`src/rtl/gpx_pkg.sv`:
```
package gpx_pkg;
   localparam int unsigned BYTE_W = 8;
   localparam int unsigned CMD_W  = 3;

   typedef enum logic [2:0] {
      L_IDLE, L_RX, L_ACK, L_TX, L_MACK
   } link_st_t;

   typedef enum logic [1:0] {
      B_ADDR, B_CMD, B_DATA
   } byte_kind_t;

   typedef enum logic [1:0] {
      GRP_IN  = 2'd0,
      GRP_OUT = 2'd1,
      GRP_POL = 2'd2,
      GRP_CFG = 2'd3
   } reg_grp_t;
endpackage

```
`src/rtl/gpx_sync.sv`:
```
module gpx_sync #(
   parameter int unsigned W       = 1,
   parameter int unsigned STAGES  = 2,
   parameter logic        RST_BIT = 1'b0
) (
   input  logic         clk,
   input  logic         rst_n,
   input  logic [W-1:0] d,
   output logic [W-1:0] q
);
   localparam int unsigned CHAIN_W = STAGES * W;

   logic [CHAIN_W-1:0] chain;

   always_ff @(posedge clk or negedge rst_n) begin
      if (!rst_n) chain <= {CHAIN_W{RST_BIT}};
      else        chain <= {chain[CHAIN_W-W-1:0], d};
   end

   assign q = chain[CHAIN_W-1 -: W];
endmodule

```
`src/rtl/gpx_link.sv`:
```
module gpx_link
   import gpx_pkg::*;
#(
   parameter logic [6:0] DEV_ADDR = 7'h6C
) (
   input  logic              clk,
   input  logic              rst_n,
   input  logic              scl,
   input  logic              sda,
   input  logic [BYTE_W-1:0] rd_data_i,
   output logic              sda_pull_o,
   output logic              wr_en_o,
   output logic [CMD_W-1:0]  wr_addr_o,
   output logic [BYTE_W-1:0] wr_data_o,
   output logic [CMD_W-1:0]  ptr_o,
   output logic              snap_o,
   output logic              busy_o
);
   link_st_t          st;
   byte_kind_t        kind;
   logic              scl_q, sda_q;
   logic [2:0]        bitcnt;
   logic [BYTE_W-1:0] sh, tx;
   logic              full, rw, mack_ok;
   logic [CMD_W-1:0]  ptr;

   logic scl_rise, scl_fall, bus_start, bus_stop;
   assign scl_rise  = scl & ~scl_q;
   assign scl_fall  = ~scl & scl_q;
   assign bus_start = scl & scl_q & sda_q & ~sda;
   assign bus_stop  = scl & scl_q & ~sda_q & sda;

   always_ff @(posedge clk or negedge rst_n) begin
      if (!rst_n) begin
         scl_q <= 1'b1;
         sda_q <= 1'b1;
      end else begin
         scl_q <= scl;
         sda_q <= sda;
      end
   end

   always_ff @(posedge clk or negedge rst_n) begin
      if (!rst_n) begin
         st         <= L_IDLE;
         kind       <= B_ADDR;
         bitcnt     <= 3'd0;
         sh         <= '0;
         tx         <= '0;
         full       <= 1'b0;
         rw         <= 1'b0;
         mack_ok    <= 1'b0;
         ptr        <= '0;
         sda_pull_o <= 1'b0;
         wr_en_o    <= 1'b0;
         wr_addr_o  <= '0;
         wr_data_o  <= '0;
         snap_o     <= 1'b0;
      end else begin
         wr_en_o <= 1'b0;
         snap_o  <= 1'b0;
         if (bus_start) begin
            st         <= L_RX;
            kind       <= B_ADDR;
            bitcnt     <= 3'd0;
            full       <= 1'b0;
            sda_pull_o <= 1'b0;
         end else if (bus_stop) begin
            st         <= L_IDLE;
            sda_pull_o <= 1'b0;
         end else begin
            case (st)
               L_RX: begin
                  if (scl_rise) begin
                     sh     <= {sh[BYTE_W-2:0], sda};
                     bitcnt <= bitcnt + 3'd1;
                     if (bitcnt == 3'd7) full <= 1'b1;
                  end else if (scl_fall && full) begin
                     full   <= 1'b0;
                     bitcnt <= 3'd0;
                     case (kind)
                        B_ADDR: begin
                           // a foreign address drops back to idle
                           if (sh[7:1] == DEV_ADDR) begin
                              rw         <= sh[0];
                              snap_o     <= sh[0];  // capture point
                              sda_pull_o <= 1'b1;
                              st         <= L_ACK;
                           end else begin
                              st <= L_IDLE;
                           end
                        end
                        B_CMD: begin
                           ptr        <= sh[CMD_W-1:0];
                           sda_pull_o <= 1'b1;
                           st         <= L_ACK;
                        end
                        default: begin
                           // commit and flip the pair bit together
                           wr_en_o    <= 1'b1;
                           wr_addr_o  <= ptr;
                           wr_data_o  <= sh;
                           ptr        <= {ptr[CMD_W-1:1], ~ptr[0]};
                           sda_pull_o <= 1'b1;
                           st         <= L_ACK;
                        end
                     endcase
                  end
               end
               L_ACK: begin
                  if (scl_fall) begin
                     if (rw) begin
                        tx         <= rd_data_i;
                        sda_pull_o <= ~rd_data_i[BYTE_W-1];
                        bitcnt     <= 3'd0;
                        st         <= L_TX;
                     end else begin
                        sda_pull_o <= 1'b0;
                        kind       <= (kind == B_ADDR) ? B_CMD : B_DATA;
                        st         <= L_RX;
                     end
                  end
               end
               L_TX: begin
                  if (scl_fall) begin
                     if (bitcnt == 3'd7) begin
                        sda_pull_o <= 1'b0;
                        st         <= L_MACK;
                     end else begin
                        tx         <= {tx[BYTE_W-2:0], 1'b0};
                        sda_pull_o <= ~tx[BYTE_W-2];
                        bitcnt     <= bitcnt + 3'd1;
                     end
                  end
               end
               L_MACK: begin
                  if (scl_rise) begin
                     mack_ok <= ~sda;
                     // host acknowledge advances within the pair
                     if (!sda) ptr <= {ptr[CMD_W-1:1], ~ptr[0]};
                  end else if (scl_fall) begin
                     if (mack_ok) begin
                        tx         <= rd_data_i;
                        sda_pull_o <= ~rd_data_i[BYTE_W-1];
                        bitcnt     <= 3'd0;
                        st         <= L_TX;
                     end else begin
                        st <= L_IDLE;  // stay released after NACK
                     end
                  end
               end
               default: st <= L_IDLE;
            endcase
         end
      end
   end

   assign ptr_o  = ptr;
   assign busy_o = (st != L_IDLE);
endmodule

```
`src/rtl/gpx_regs.sv`:
```
module gpx_regs
   import gpx_pkg::*;
#(
   parameter int unsigned PORT_W = 8,
   parameter int unsigned NPORT  = 2
) (
   input  logic                    clk,
   input  logic                    rst_n,
   input  logic                    wr_en,
   input  logic [CMD_W-1:0]        wr_addr,
   input  logic [PORT_W-1:0]       wr_data,
   input  logic                    snap,
   input  logic [NPORT*PORT_W-1:0] pins_i,
   input  logic [CMD_W-1:0]        rd_addr,
   output logic [PORT_W-1:0]       rd_data,
   output logic [NPORT*PORT_W-1:0] pins_o,
   output logic [NPORT*PORT_W-1:0] pins_oe
);
   logic [PORT_W-1:0] in_v  [NPORT];
   logic [PORT_W-1:0] out_v [NPORT];
   logic [PORT_W-1:0] pol_v [NPORT];
   logic [PORT_W-1:0] cfg_v [NPORT];

   for (genvar p = 0; p < NPORT; p++) begin : g_port
      logic [PORT_W-1:0] in_q, out_q, pol_q, cfg_q;
      logic              hit;
      assign hit = wr_en && (wr_addr[0] == p[0]);

      always_ff @(posedge clk or negedge rst_n) begin
         if (!rst_n) begin
            in_q  <= '0;
            out_q <= '1;
            pol_q <= '0;
            cfg_q <= '1;   // every pin an input
         end else begin
            if (snap) in_q <= pins_i[p*PORT_W +: PORT_W];
            // the input group has no write path
            if (hit && reg_grp_t'(wr_addr[2:1]) == GRP_OUT) out_q <= wr_data;
            if (hit && reg_grp_t'(wr_addr[2:1]) == GRP_POL) pol_q <= wr_data;
            if (hit && reg_grp_t'(wr_addr[2:1]) == GRP_CFG) cfg_q <= wr_data;
         end
      end

      assign in_v[p]  = in_q ^ pol_q;
      assign out_v[p] = out_q;
      assign pol_v[p] = pol_q;
      assign cfg_v[p] = cfg_q;
      assign pins_o[p*PORT_W +: PORT_W]  = out_q;
      assign pins_oe[p*PORT_W +: PORT_W] = ~cfg_q;
   end

   always_comb begin
      case (reg_grp_t'(rd_addr[2:1]))
         GRP_IN:  rd_data = in_v[rd_addr[0]];
         GRP_OUT: rd_data = out_v[rd_addr[0]];
         GRP_POL: rd_data = pol_v[rd_addr[0]];
         default: rd_data = cfg_v[rd_addr[0]];
      endcase
   end
endmodule

```
`src/rtl/gpx16_expander.sv`:
```
module gpx16_expander
   import gpx_pkg::*;
#(
   parameter logic [6:0]  DEV_ADDR    = 7'h6C,
   parameter int unsigned SYNC_STAGES = 2,
   parameter int unsigned PORT_W      = 8
) (
   input  logic                 clk,
   input  logic                 rst_n,
   input  logic                 scl_i,
   input  logic                 sda_i,
   output logic                 sda_pull_o,
   input  logic [2*PORT_W-1:0]  pin_i,
   output logic [2*PORT_W-1:0]  pin_o,
   output logic [2*PORT_W-1:0]  pin_oe_o
);
   localparam int unsigned NPORT = 2;
   localparam int unsigned PIN_W = NPORT * PORT_W;

   initial begin
      assert (PORT_W == BYTE_W) else $error("PORT_W must equal the bus byte width");
      assert (SYNC_STAGES >= 2) else $error("SYNC_STAGES must be at least 2");
   end

   logic              scl_s, sda_s;
   logic [PIN_W-1:0]  pins_s;
   logic              wr_en, snap, busy;
   logic [CMD_W-1:0]  wr_addr, ptr;
   logic [BYTE_W-1:0] wr_data, rd_data;

   gpx_sync #(.W(2), .STAGES(SYNC_STAGES), .RST_BIT(1'b1)) u_bus_sync (
      .clk(clk), .rst_n(rst_n), .d({scl_i, sda_i}), .q({scl_s, sda_s})
   );

   gpx_sync #(.W(PIN_W), .STAGES(SYNC_STAGES), .RST_BIT(1'b0)) u_pin_sync (
      .clk(clk), .rst_n(rst_n), .d(pin_i), .q(pins_s)
   );

   gpx_link #(.DEV_ADDR(DEV_ADDR)) u_link (
      .clk(clk), .rst_n(rst_n), .scl(scl_s), .sda(sda_s),
      .rd_data_i(rd_data), .sda_pull_o(sda_pull_o),
      .wr_en_o(wr_en), .wr_addr_o(wr_addr), .wr_data_o(wr_data),
      .ptr_o(ptr), .snap_o(snap), .busy_o(busy)
   );

   gpx_regs #(.PORT_W(PORT_W), .NPORT(NPORT)) u_regs (
      .clk(clk), .rst_n(rst_n), .wr_en(wr_en), .wr_addr(wr_addr),
      .wr_data(wr_data), .snap(snap), .pins_i(pins_s), .rd_addr(ptr),
      .rd_data(rd_data), .pins_o(pin_o), .pins_oe(pin_oe_o)
   );
endmodule

```
`config.mk`:
```
export PLATFORM = sky130hd
export DESIGN_NAME = gpx16_expander
export DESIGN_NICKNAME = d
export VERILOG_FILES = /design/src/rtl/gpx_pkg.sv /design/src/rtl/gpx_sync.sv /design/src/rtl/gpx_link.sv /design/src/rtl/gpx_regs.sv /design/src/rtl/gpx16_expander.sv
export SDC_FILE = /design/constraint.sdc
export NUM_CORES = 1
export LEC_CHECK = 0
export BUFFER_PORTS_ARGS = -buffer_cell sky130_fd_sc_hd__clkbuf_2
export CAP_MARGIN = 20
export CORE_ASPECT_RATIO = 1.75
export CORE_MARGIN = 2
export CORE_UTILIZATION = 59
export DETAILED_ROUTE_END_ITERATION = 12
export PLACE_DENSITY = 0.79
export REMOVE_ABC_BUFFERS = 1
export SYNTH_ARGS = -nofsm -noshare
export SYNTH_HDL_FRONTEND = slang
export SYNTH_SLANG_ARGS = --single-unit
```
`constraint.sdc`:
```
create_clock -name clk -period 2.6 [get_ports clk]
set_input_delay 0 -clock clk [delete_from_list [all_inputs] [get_ports clk]]
set_output_delay 0 -clock clk [all_outputs]
set_load 0.03 [all_outputs]
```
# [Word-level counts from Yosys, hierarchy flattened]
# Index checks and enable logic that the tools add are counted.
[classes] add_sub_neg=1 n_lt_le_gt_ge=1 n_eq_ne=44 muxes=92 bitwise=26 reduce_logical=32
[op_table] op="$mux 8" count=12
[op_table] op="$mux 3" count=23
[op_table] op="$mux 7" count=7
[op_table] op="$mux 1" count=33
[op_table] op="$ne 4x1->1 const B" count=7
[op_table] op="$pmux 3 s4" count=2
[op_table] op="$pmux 8 s3" count=1
[op_table] op="$pmux 7 s3" count=1
[op_table] op="$mux 2" count=10
[op_table] op="$reduce_and 10->1" count=2
[op_table] op="$ne 2x1->1 const B" count=8
[op_table] op="$not 8->8" count=2
[op_table] op="$reduce_and 4->1" count=4
[op_table] op="$reduce_and 8->1" count=2
[op_table] op="$xor 8x8->8" count=2
[op_table] op="$ne 3x1->1 const B" count=5
[op_table] op="$not 1->1" count=14
[op_table] op="$reduce_and 7->1" count=2
[op_table] op="$ne 2x2->1 const B" count=6
[op_table] op="$pmux 3 s2" count=2
[op_table] op="$logic_and 1x1->1" count=9
[op_table] op="$reduce_and 9->1" count=1
[op_table] op="$ne 4x4->1 const B" count=2
[op_table] op="$reduce_bool 2->1" count=4
[op_table] op="other kinds (20)" count=35
[totals] regBits=145 in_bits=20 word_cells=223

# [Longest topological paths before layout]
# Gate-level depths: netlist of run 1.
[depth] word_depth=12 ltp_mapped=8 mapped_depth_nobuf=7

# [By module]
# Synthesis of run 1 repeated with hierarchy kept, for this count alone.
[hier_totals] cells_unflattened=551 area_unflattened_um2=6661.4
[by_module_without_submodules] mod="gpx_regs" n_inst=1 cells_each=288 area_each_um2=3420.8
[by_module_without_submodules] mod="gpx_link" n_inst=1 cells_each=209 area_each_um2=2199.6
[by_module_without_submodules] mod="gpx_sync at u_pin_sync" n_inst=1 cells_each=48 area_each_um2=920.9
[by_module_without_submodules] mod="gpx_sync at u_bus_sync" n_inst=1 cells_each=6 area_each_um2=120.1

# [Least setup slack after synthesis of run 1]
# Ideal clock, no wire load.
[synth_timing] kind="register to register" startpoint="register u_link.bitcnt[0]" endpoint="register u_link.tx[4]" setup_ps=90 arrival_time_ps=1914 required_ps=2510 path_slack_ps=596 path_stages_with_launch=8 cell_sequence="dfrtp_1 > ha_1 > ha_1 > and2_1 > o31ai_4 > nand2_2 > or4_1 > o2111ai_1"
[synth_between] elab_chain_len=3
[synth_lines] item="start: declaration" line_no="gpx_link.sv:22" rtl="logic [2:0] bitcnt;"
[synth_lines] item="start signal: assignment" line_no="gpx_link.sv:76" rtl="bitcnt <= bitcnt + 3'd1;"
[synth_lines] item="start signal: assignment" line_no="gpx_link.sv:132" rtl="bitcnt <= bitcnt + 3'd1;"
[synth_lines] item="$eq 3x3->1" line_no="gpx_link.sv:126" rtl="if (bitcnt == 3'd7) begin"
[synth_lines] item="$ne 2x2->1 (no source line)"
[synth_lines] item="$reduce_and 10->1 (no source line)"
[synth_lines] item="end signal: assignment" line_no="gpx_link.sv:113" rtl="tx <= rd_data_i;"
[synth_lines] item="end signal: assignment" line_no="gpx_link.sv:130" rtl="tx <= {tx[BYTE_W-2:0], 1'b0};"
[synth_lines] item="end signal: assignment" line_no="gpx_link.sv:143" rtl="tx <= rd_data_i;"
[synth_lines] item="end: declaration" line_no="gpx_link.sv:23" rtl="logic [BYTE_W-1:0] sh, tx;"
# No other way between the ends.
# A chain may end at the register's enable or synchronous reset.

# [Worst setup path after layout of run 1]
[layout_timing] startpoint="register u_link.bitcnt[0]" endpoint="register u_link.tx[5]"
# The elaborated chain is that of the path after synthesis.

==> flow_metrics.py, run 1 <==
metrics = {
    "synthesis": {
        "yosysTopAreaCellShare_pct": 42.4,
        "ys_seq_area_share_pct": 58.1,
        "synth_ff_type": "dfrtp_1",
        "ys_seq_elements": 145,
        "ys_types": 61,
        "syn_inst": 522,
        "synth.most_common_cell": "dfrtp_1",
        "synth_area_leaders": "dfrtp_1 (42%), dfstp_2 (16%), mux2_2 (10%)",
        "synth_edf_count": 0,
        "syn_area_per_cell_um2": 12.1,
        "syn-cell-area_um2": 6320,
        "post-synth-top-area-cell": "dfrtp_1",
        "synth_async_sr_flop_share_pct": 100,
        "synth_warnings": 0,
        "synth_common_cells": "dfrtp_1 (107), mux2_2 (58), dfstp_2 (38)",
    },
    "route": {
        "wl_um": 14700,
        "antenna_left": 0,
        "vias": 4454,
        "drt-met1-wl_um": 5480,
        "wire_per_inst_um": 19.9,
        "highest_layer": "met4",
        "drc": 0,
        "route.met3.wl_um": 536,
        "drt_pass1_iterations": 5,
        "drt_iter0_markers": 243,
        "vias_per_cell": 6.03,
        "met2WireLength_um": 8030,
    },
    "setup_path": {
        "worstRegToRegCells": 7,
        "worstSetupPathType": "flip-flop to flip-flop",
        "rrSetupSlack_ps": 300,
        "cp_data_arrival_time_ps": 2630,
        "start_kind": "flip-flop",
        "crit_path_max_fanout": 19,
        "critPathRequiredTime_ps": 2940,
        "endpoint_kind": "flip-flop",
    },
    "clocking": {
        "cts.htree.levels": 4,
        "cts.clk_slew.worst_paths_ps": 60,
        "clock-sinks": 145,
        "cts_buffers": 17,
        "tritoncts": "yes",
        "cts_setup_buffers": 0,
        "cts_resized": 0,
        "cts_root_buf": "clkbuf_16",
        "clockBufferDepth": 2,
        "clk_latency_ps": 430,
    },
    "power": {
        "p_leak_nw": 3.32,
        "ir_drop_uv": 628,
        "power_density_nw_per_um2": 710,
        "total_power_mw": 5.37,
    },
    "finish": {
        "n_antenna_cell": 0,
        "register_area_um2": 3680,
        "final_layout_size_suffix_gt1_share_pct": 33.7,
        "fill_cells": 730,
        "syn2layout_area_growth_pct": 19.5,
        "nets": 618,
        "multi_input_area_um2": 2430,
    },
    "floorplanning": {
        "dieArea_um2": 11600,
        "die_h_um": 141,
        "die_width_um": 82.3,
        "core-area_um2": 10600,
        "rows": 50,
        "ios": 53,
        "start_util_pct": 59.8,
    },
    "sta": {
        "skew_ps": 8.37,
        "fin_crit_sh_pct": 88.4,
        "setup-violations-final": 0,
        "min_period_ps": 2300,
        "tns_ps": 0,
        "slew_viol_final": 0,
        "worst_slew_pin_slew_ps": 961,
        "rsz0062_at_grt": "no",
        "fmax_mhz": 435,
        "max-slew-margin-rel_pct": 36.0,
        "hold_viol_final": 0,
    },
    "grt": {
        "grt_max_degree": 69,
        "track_usage_pct": 27.9,
        "antenna_found_initial": 0,
        "grt_first_pass_wirelength_um": 23700,
        "gr-total-overflow": 0,
        "grt_pass1_vias": 4588,
    },
    "place": {
        "gp_congestion": 0.874,
        "dp_hpwl_um": 10000,
        "io_buffer_count": 52,
    },
    "run_status": {
        "outcome": "finished clean",
    },
    "hold_path": {
        "hold_path.class": "primary input to async pin",
    },
    "job": {
        "maxCapViolCount": 0,
    },
}
## where the power goes
part,switching (mW),leakage [nW],internal (mW)
combinational,0.199,1.20,0.152
clock,0.973,0.314,1.61
sequential,0.0792,1.80,2.35
total,1.25,3.32,4.11
## flip-flops by register name (all words and copies together), names as in the netlist, 4 cells and up
signal / cells
u_bus_sync.chain: 4
u_link.sh: 8
u_link.tx: 7
u_link.wr_data_o: 8
u_pin_sync.chain: 32
u_regs.g_port.cfg_q: 16
u_regs.g_port.in_q: 16
u_regs.g_port.out_q: 16
u_regs.g_port.pol_q: 16
## layout make-up
class / count / area share, %
Timing Repair Buffer: 84 / 7.34
Inverter: 25 / 1.24
Tap cell: 130 / 2.15
Clock buffer: 20 / 6.18
Clock inverter: 12 / 2.22
Multi-Input combinational cell: 323 / 32.2
Sequential cell: 145 / 48.7
## worst paths after layout
check | from | endpoint
max in group asynchronous | rst_n | u_regs.g_port[1].cfg_q[7]$_DFFE_PN1P_
worst min register to register | u_pin_sync.chain[6]$_DFF_PN0_ | u_pin_sync.chain[22]$_DFF_PN0_
worst max register to register | u_link.bitcnt[0]$_DFFE_PN0P_ | u_link.tx[5]$_DFFE_PN0P_
worst min-delay path | rst_n | u_link.rw$_DFFE_PN0P_
worst max-delay path | u_link.bitcnt[0]$_DFFE_PN0P_ | u_link.tx[5]$_DFFE_PN0P_
min in group clk | sda_i | u_bus_sync.chain[0]$_DFF_PN1_
## cells by family (layout without fill, tap and decap cells)
logic type      Yosys count  count (layout)  share of synthesized area [%]
fa+ha+maj                 2               2                          0.396
buf+inv                  54             141                           3.48
mux                      87              87                           15.3
flops                   145             145                           58.1
compound gates          102             102                           11.2
simple gates            132             132                           11.5
## cell usage in the layout, fill, tap and decap left out, types with 11 or more instances in the layout
cell type,count
a21oi_1,12
a22oi_1,12
a31oi_1,11
buf_4,13
clkbuf_16,17
clkbuf_2,51
dfrtp_1,107
dfstp_2,38
dlygate4sd3_1,19
inv_1,23
mux2_1,18
mux2_2,58
mux2i_1,11
nand2_1,35
nand2b_1,14
nand3b_1,11
nor2_1,27
o211ai_1,13
o21ai_0,20
## worst max-delay path, stage by stage (launching register included)
cell       delay, ps
dfrtp_1          400
ha_1             210
ha_1             280
and2_1           210
o31ai_4          240
nand2_2          230
or4_1            520
o2111ai_1        100
## per-layer routing
layer | vias up | global-route usage, %
met1 | 2260 | 31.6
met5 | - | 0
met4 | 0 | 14.0
li1 | 2020 | -
met3 | 46 | 6.47
met2 | 128 | 47.7
## stage by stage
stage / utilization, % / hold WS (ps) / instance area, um2 / instances / setup slack (ps)
6_report: 71.4 / 116 / 7550 / 739 / 302
5_1_grt: 71.4 / 200 / 7550 / 739 / 138
4_1_cts: 71.4 / 162 / 7550 / 739 / 292
3_5_place_dp: 63.6 / 36.5 / 6730 / 688 / 316
3_3_place_gp: 63.6 / 25.5 / 6730 / 688 / 377
2_1_floorplan: - / -296 / 6200 / 493 / 497
## repair_timing
action                                  CTS  global route
endpoints found under the hold margin    83             0
hold buffers                             19             0
endpoints found under the setup margin    0             0
(Power assumes the default switching activity.)
==> inputs of run 2 (changes only) <==
Settings changed: CORE_UTILIZATION 59 to 62, CTS_BUF_LIST set to sky130_fd_sc_hd__clkbuf_8, CTS_CLUSTER_DIAMETER set to 100, PLACE_DENSITY 0.79 to 0.82.
==> run 2 against run 1 <==
Largest power group is now registers; non-clock buffer count stayed put; register-to-register slack about the same; largest cell class unchanged; critical path type unchanged; core utilization rose by 2.5 points.
==> flow_metrics.py, run 2 (synthesis gave the netlist of run 1 again) <==
metrics = {
    "grt": {
        "antenna_found_initial": 0,
        "grtUsageMet3_pct": 7.14,
        "gr-total-overflow": 0,
        "grt_pass1_vias": 4526,
        "track_usage_pct": 27.4,
        "grt_max_degree": 67,
        "use_met2_pct": 48.5,
        "busiest_layer": "met2",
        "grt_first_pass_wirelength_um": 22400,
        "gr-usage-met1_pct": 30.5,
    },
    "power": {
        "ir_drop_uv": 624,
        "p_int_mw": 3.43,
        "p_sw_share_pct": 24.5,
        "combPwrFrac_pct": 7.6,
        "power_density_nw_per_um2": 620,
        "total_power_mw": 4.54,
        "clkPwrFrac_pct": 39.0,
        "p_seq_share_pct": 53.4,
        "p_sw_mw": 1.11,
        "p_leak_nw": 3.20,
    },
    "sta": {
        "hold_ws_ps": 109,
        "fmax_mhz": 436,
        "slew_viol_final": 0,
        "min_period_ps": 2290,
        "tns_ps": 0,
        "hold_viol_final": 0,
        "layout_setup_ws_ps": 307,
        "setup-violations-final": 0,
        "worst_slew_pin_slew_ps": 837,
        "fin_crit_sh_pct": 88.2,
        "rsz0062_at_grt": "no",
        "max-slew-margin-rel_pct": 44.2,
        "skew_ps": 7.75,
    },
    "run_status": {
        "outcome": "finished clean",
    },
    "place": {
        "gp_congestion": 0.898,
        "dp_hpwl_um": 9660,
        "io_buffer_count": 52,
        "dp_slack_ps": 347,
    },
    "finish": {
        "top_register": "u_pin_sync.chain",
        "most-common-layout-cells": "dfrtp_1 (107), mux2_2 (58), clkbuf_2 (51), dfstp_2 (38), nand2_1 (35)",
        "final_common_cell": "dfrtp_1",
        "nets": 618,
        "largest_reg_flops": 32,
        "final_layout_size_suffix_gt1_share_pct": 33.5,
        "fill_cells": 670,
        "register_area_um2": 3680,
        "syn2layout_area_growth_pct": 15.8,
        "n_antenna_cell": 0,
        "multi_input_area_um2": 2430,
        "final_core_util_pct": 73.9,
    },
    "clocking": {
        "cts.htree.levels": 4,
        "cts.clk_slew.worst_paths_ps": 80,
        "tritoncts": "yes",
        "clk_latency_ps": 440,
        "clock-sinks": 145,
        "cts_setup_buffers": 0,
        "clockBufferDepth": 2,
        "cts_root_buf": "clkbuf_8",
        "cts_buffers": 17,
    },
    "floorplanning": {
        "dieArea_um2": 11100,
        "die_h_um": 138,
        "core-area_um2": 9910,
        "start_util_pct": 63.8,
        "rows": 48,
        "die_width_um": 80.3,
        "ios": 53,
    },
    "setup_path": {
        "cp_data_arrival_time_ps": 2650,
        "worstSetupPathType": "flip-flop to flip-flop",
        "path_cells": "ha_1 -> ha_1 -> and2_1 -> o31ai_4 -> nand2_2 -> or4_1 -> o2111ai_1",
        "path_depth": 7,
        "start_kind": "flip-flop",
        "cp_top_family": "simple AND/OR/NAND/NOR gates",
        "critPathRequiredTime_ps": 2950,
        "worstRegToRegCells": 7,
        "cp_slowest_stage_delay_ps": 520,
        "endpoint_kind": "flip-flop",
        "rrSetupSlack_ps": 310,
        "crit_path_max_fanout": 19,
        "cp_common_cell": "ha_1",
        "critical-path-slowest-cell": "or4_1",
        "path_buf_inv": 0,
    },
    "route": {
        "vias": 4476,
        "antenna_left": 0,
        "wire_per_inst_um": 19.0,
        "wl_um": 14000,
        "drc": 0,
        "drt_pass1_iterations": 5,
        "drt_iter0_markers": 324,
        "vias_per_cell": 6.10,
    },
    "job": {
        "maxCapViolCount": 0,
    },
    "hold_path": {
        "hold_path.class": "primary input to async pin",
    },
}
## run 2: changes by cell type in the layout (fill, tap and decap cells not counted), sizes merged
cell / before / now
inv: 31 / 26
bufinv: 3 / 2
clkinvlp: 0 / 6
## run 2: worst paths after layout
path / end / start
min reg2reg: u_pin_sync.chain[30]$_DFF_PN0_ / u_pin_sync.chain[14]$_DFF_PN0_
max in group asynchronous: u_regs.g_port[1].out_q[6]$_DFFE_PN1P_ / rst_n
max: u_link.tx[4]$_DFFE_PN0P_ / u_link.bitcnt[0]$_DFFE_PN0P_
min in group clk: u_bus_sync.chain[0]$_DFF_PN1_ / sda_i
max reg2reg: u_link.tx[4]$_DFFE_PN0P_ / u_link.bitcnt[0]$_DFFE_PN0P_
min: u_link.ptr_o[0]$_DFFE_PN0P_ / rst_n
## run 2: timing repair
| item | 4_1_cts | 5_1_grt |
|---|---|---|
| endpoints found under the hold margin | 81 | 0 |
| hold buffers | 19 | 0 |
| resized for setup | 0 | 0 |
## run 2: layer usage
metal	wire length, um	vias up
met5	0	-
met4	579	0
met3	535	44
met2	7710	117
met1	5130	2292
li1	-	2023
## run 2: cell type report
type,count,area share (%)
flip-flops and latches,145,50.2
multi-input cells,323,33.2
repair buffers,84,7.57
clock buffers,20,3.76
well taps,125,2.14
clock inverters,12,1.85
inverters,25,1.28
## run 2: power groups by stage
stage | sequential [mW] | clock, mW | combinational [mW]
after global routing | 2.44 | 1.90 | 0.382
after detailed placement | 2.46 | 0 | 0.321
after global placement | 2.45 | 0 | 0.308
final | 2.42 | 1.77 | 0.346
after CTS | 2.42 | 1.80 | 0.349
after floorplan | 2.47 | 0 | 0.176
## run 2: per-stage QoR
stage          cells  instance area (um2)
3_3_place_gp     683                 6720
2_1_floorplan    493                 6200
4_1_cts          734                 7320
3_5_place_dp     683                 6720
5_1_grt          734                 7320
6_report         734                 7320
==> inputs of run 3 (changes only) <==
Settings changed: CORE_ASPECT_RATIO 1.75 to not set.
==> run 3 against run 2 <==
Clock skew increased by 7.2 ps; critical endpoint is now u_link.tx[2]$_DFFE_PN0P_; combinational power about the same; cell count increased by 0.82%; power decreased by 2.3%; sequential power about the same.
==> flow_metrics.py, run 3 (synthesis gave the netlist of run 1 again) <==
metrics = {
    "grt": {
        "track_usage_pct": 27.3,
        "antenna_found_initial": 0,
        "grt_first_pass_wirelength_um": 23100,
        "grt_pass1_vias": 4549,
        "grt_max_degree": 75,
        "gr-total-overflow": 0,
    },
    "finish": {
        "nets": 616,
        "fill_cells": 660,
        "final_core_util_pct": 74.3,
        "n_antenna_cell": 0,
        "syn2layout_area_growth_pct": 15.4,
        "most-common-layout-cells": "dfrtp_1 (107), mux2_2 (58), clkbuf_2 (51), dfstp_2 (38), nand2_1 (35)",
        "multi_input_area_um2": 2430,
        "largest_reg_flops": 32,
        "top_register": "u_pin_sync.chain",
        "final_layout_size_suffix_gt1_share_pct": 33.1,
        "final_common_cell": "dfrtp_1",
        "register_area_um2": 3680,
    },
    "clocking": {
        "cts.htree.levels": 4,
        "cts_root_buf": "clkbuf_8",
        "tritoncts": "yes",
        "cts_buffers": 17,
        "clockBufferDepth": 2,
        "clock-sinks": 145,
        "clk_latency_ps": 450,
        "cts_resized": 0,
        "cts.clk_slew.worst_paths_ps": 80,
        "ctsHoldBuffers": 19,
        "cts_setup_buffers": 0,
    },
    "route": {
        "vias": 4459,
        "wire_per_inst_um": 19.0,
        "drt_iter0_markers": 240,
        "wl_um": 14100,
        "drc": 0,
        "vias_per_cell": 6.03,
        "antenna_left": 0,
        "drt_pass1_iterations": 5,
    },
    "floorplanning": {
        "dieArea_um2": 11000,
        "die_width_um": 105,
        "die_h_um": 105,
        "rows": 36,
        "start_util_pct": 64.4,
        "ios": 53,
        "core-area_um2": 9820,
    },
    "sta": {
        "tns_ps": 0,
        "hold_viol_final": 0,
        "slew_viol_final": 0,
        "setup-violations-final": 0,
        "fin_crit_sh_pct": 91.1,
        "rsz0062_at_grt": "no",
        "skew_ps": 14.9,
        "min_period_ps": 2370,
        "max-slew-margin-rel_pct": 44.5,
        "fmax_mhz": 422,
        "worst_slew_pin_slew_ps": 833,
    },
    "setup_path": {
        "worstSetupPathType": "flip-flop to flip-flop",
        "rr_startpoint": "u_link.bitcnt[0]$_DFFE_PN0P_",
        "cp_data_arrival_time_ps": 2720,
        "crit_path_max_fanout": 19,
        "endpoint_kind": "flip-flop",
        "start_kind": "flip-flop",
        "worstRegToRegCells": 7,
        "rrSetupSlack_ps": 230,
        "r2r-end": "u_link.tx[2]$_DFFE_PN0P_",
        "critPathRequiredTime_ps": 2950,
    },
    "power": {
        "p_sw_share_pct": 25.4,
        "p_sw_mw": 1.13,
        "ir_drop_uv": 514,
        "p_int_mw": 3.31,
        "p_seq_share_pct": 54.8,
        "power_density_nw_per_um2": 608,
        "p_leak_nw": 3.20,
        "combPwrFrac_pct": 7.7,
        "clkPwrFrac_pct": 37.4,
    },
    "place": {
        "gp_congestion": 0.888,
        "dp_hpwl_um": 9280,
        "io_buffer_count": 52,
    },
    "hold_path": {
        "hold_path.class": "primary input to async pin",
    },
    "job": {
        "maxCapViolCount": 0,
    },
    "run_status": {
        "outcome": "finished clean",
    },
}
## run 3: cell types whose count changed in the layout (fill, tap and decap cells not counted)
cell / before / now
buf_12: 0 / 1
buf_4: 13 / 10
bufinv_16: 2 / 1
clkbuf_8: 20 / 19
clkinv_2: 0 / 3
clkinv_4: 3 / 2
clkinvlp_4: 6 / 2
inv_1: 24 / 25
inv_6: 0 / 3
## run 3: critical path, cell delays in order, from the launching register on
cell,delay (ps)
dfrtp_1,400
ha_1,210
ha_1,300
and2_1,230
o31ai_4,270
nand2_2,230
or4_1,520
o2111ai_1,110
## run 3: metal layers
| layer | global-route usage (%) | vias to the layer above | wire length (um) |
|---|---|---|---|
| met5 | 0 | - | 0 |
| met4 | 10.0 | 0 | 277 |
| met3 | 7.30 | 27 | 874 |
| met2 | 43.6 | 179 | 7030 |
| met1 | 36.0 | 2228 | 5880 |
| li1 | - | 2025 | - |
## run 3: final cells by class
| cell class | instances | share of cell area, % |
|---|---|---|
| Clock buffer | 19 | 3.59 |
| Clock inverter | 13 | 1.53 |
| Inverter | 25 | 1.29 |
| Multi-Input combinational cell | 323 | 33.4 |
| Sequential cell | 145 | 50.4 |
| Tap cell | 133 | 2.28 |
| Timing Repair Buffer | 82 | 7.57 |
## run 3: worst max path at each step
stage	start	to	slack, ps	cells past startpoint
after floorplan	u_link.bitcnt[0]$_DFFE_PN0P_	u_link.tx[1]$_DFFE_PN0P_	500	7
after global placement	u_link.bitcnt[0]$_DFFE_PN0P_	u_link.tx[5]$_DFFE_PN0P_	380	7
after detailed placement	u_link.bitcnt[0]$_DFFE_PN0P_	u_link.tx[2]$_DFFE_PN0P_	280	7
after CTS	u_link.bitcnt[0]$_DFFE_PN0P_	u_link.tx[1]$_DFFE_PN0P_	250	7
after global routing	u_link.bitcnt[0]$_DFFE_PN0P_	u_link.tx[4]$_DFFE_PN0P_	90	7
final	u_link.bitcnt[0]$_DFFE_PN0P_	u_link.tx[2]$_DFFE_PN0P_	230	7
## run 3: power groups by stage
| stage | clock (mW) | combinational, mW | sequential, mW |
|---|---|---|---|
| global route | 1.78 | 0.380 | 2.44 |
| floorplan | 0 | 0.176 | 2.47 |
| finish | 1.66 | 0.343 | 2.43 |
| global placement | 0 | 0.306 | 2.46 |
| CTS | 1.68 | 0.345 | 2.43 |
| detailed placement | 0 | 0.321 | 2.47 |
## run 3: through the flow
| stage | instances | setup WS [ps] | power (mW) | instance area (um2) | hold WS [ps] |
|---|---|---|---|---|---|
| final | 740 | 233 | 4.43 | 7290 | 123 |
| after global placement | 689 | 379 | 2.77 | 6730 | 42.9 |
| after floorplan | 493 | 497 | 2.64 | 6200 | -296 |
| after global routing | 740 | 89.4 | 4.60 | 7290 | 165 |
| after detailed placement | 689 | 283 | 2.79 | 6730 | 46.3 |
| after CTS | 740 | 253 | 4.45 | 7290 | 133 |
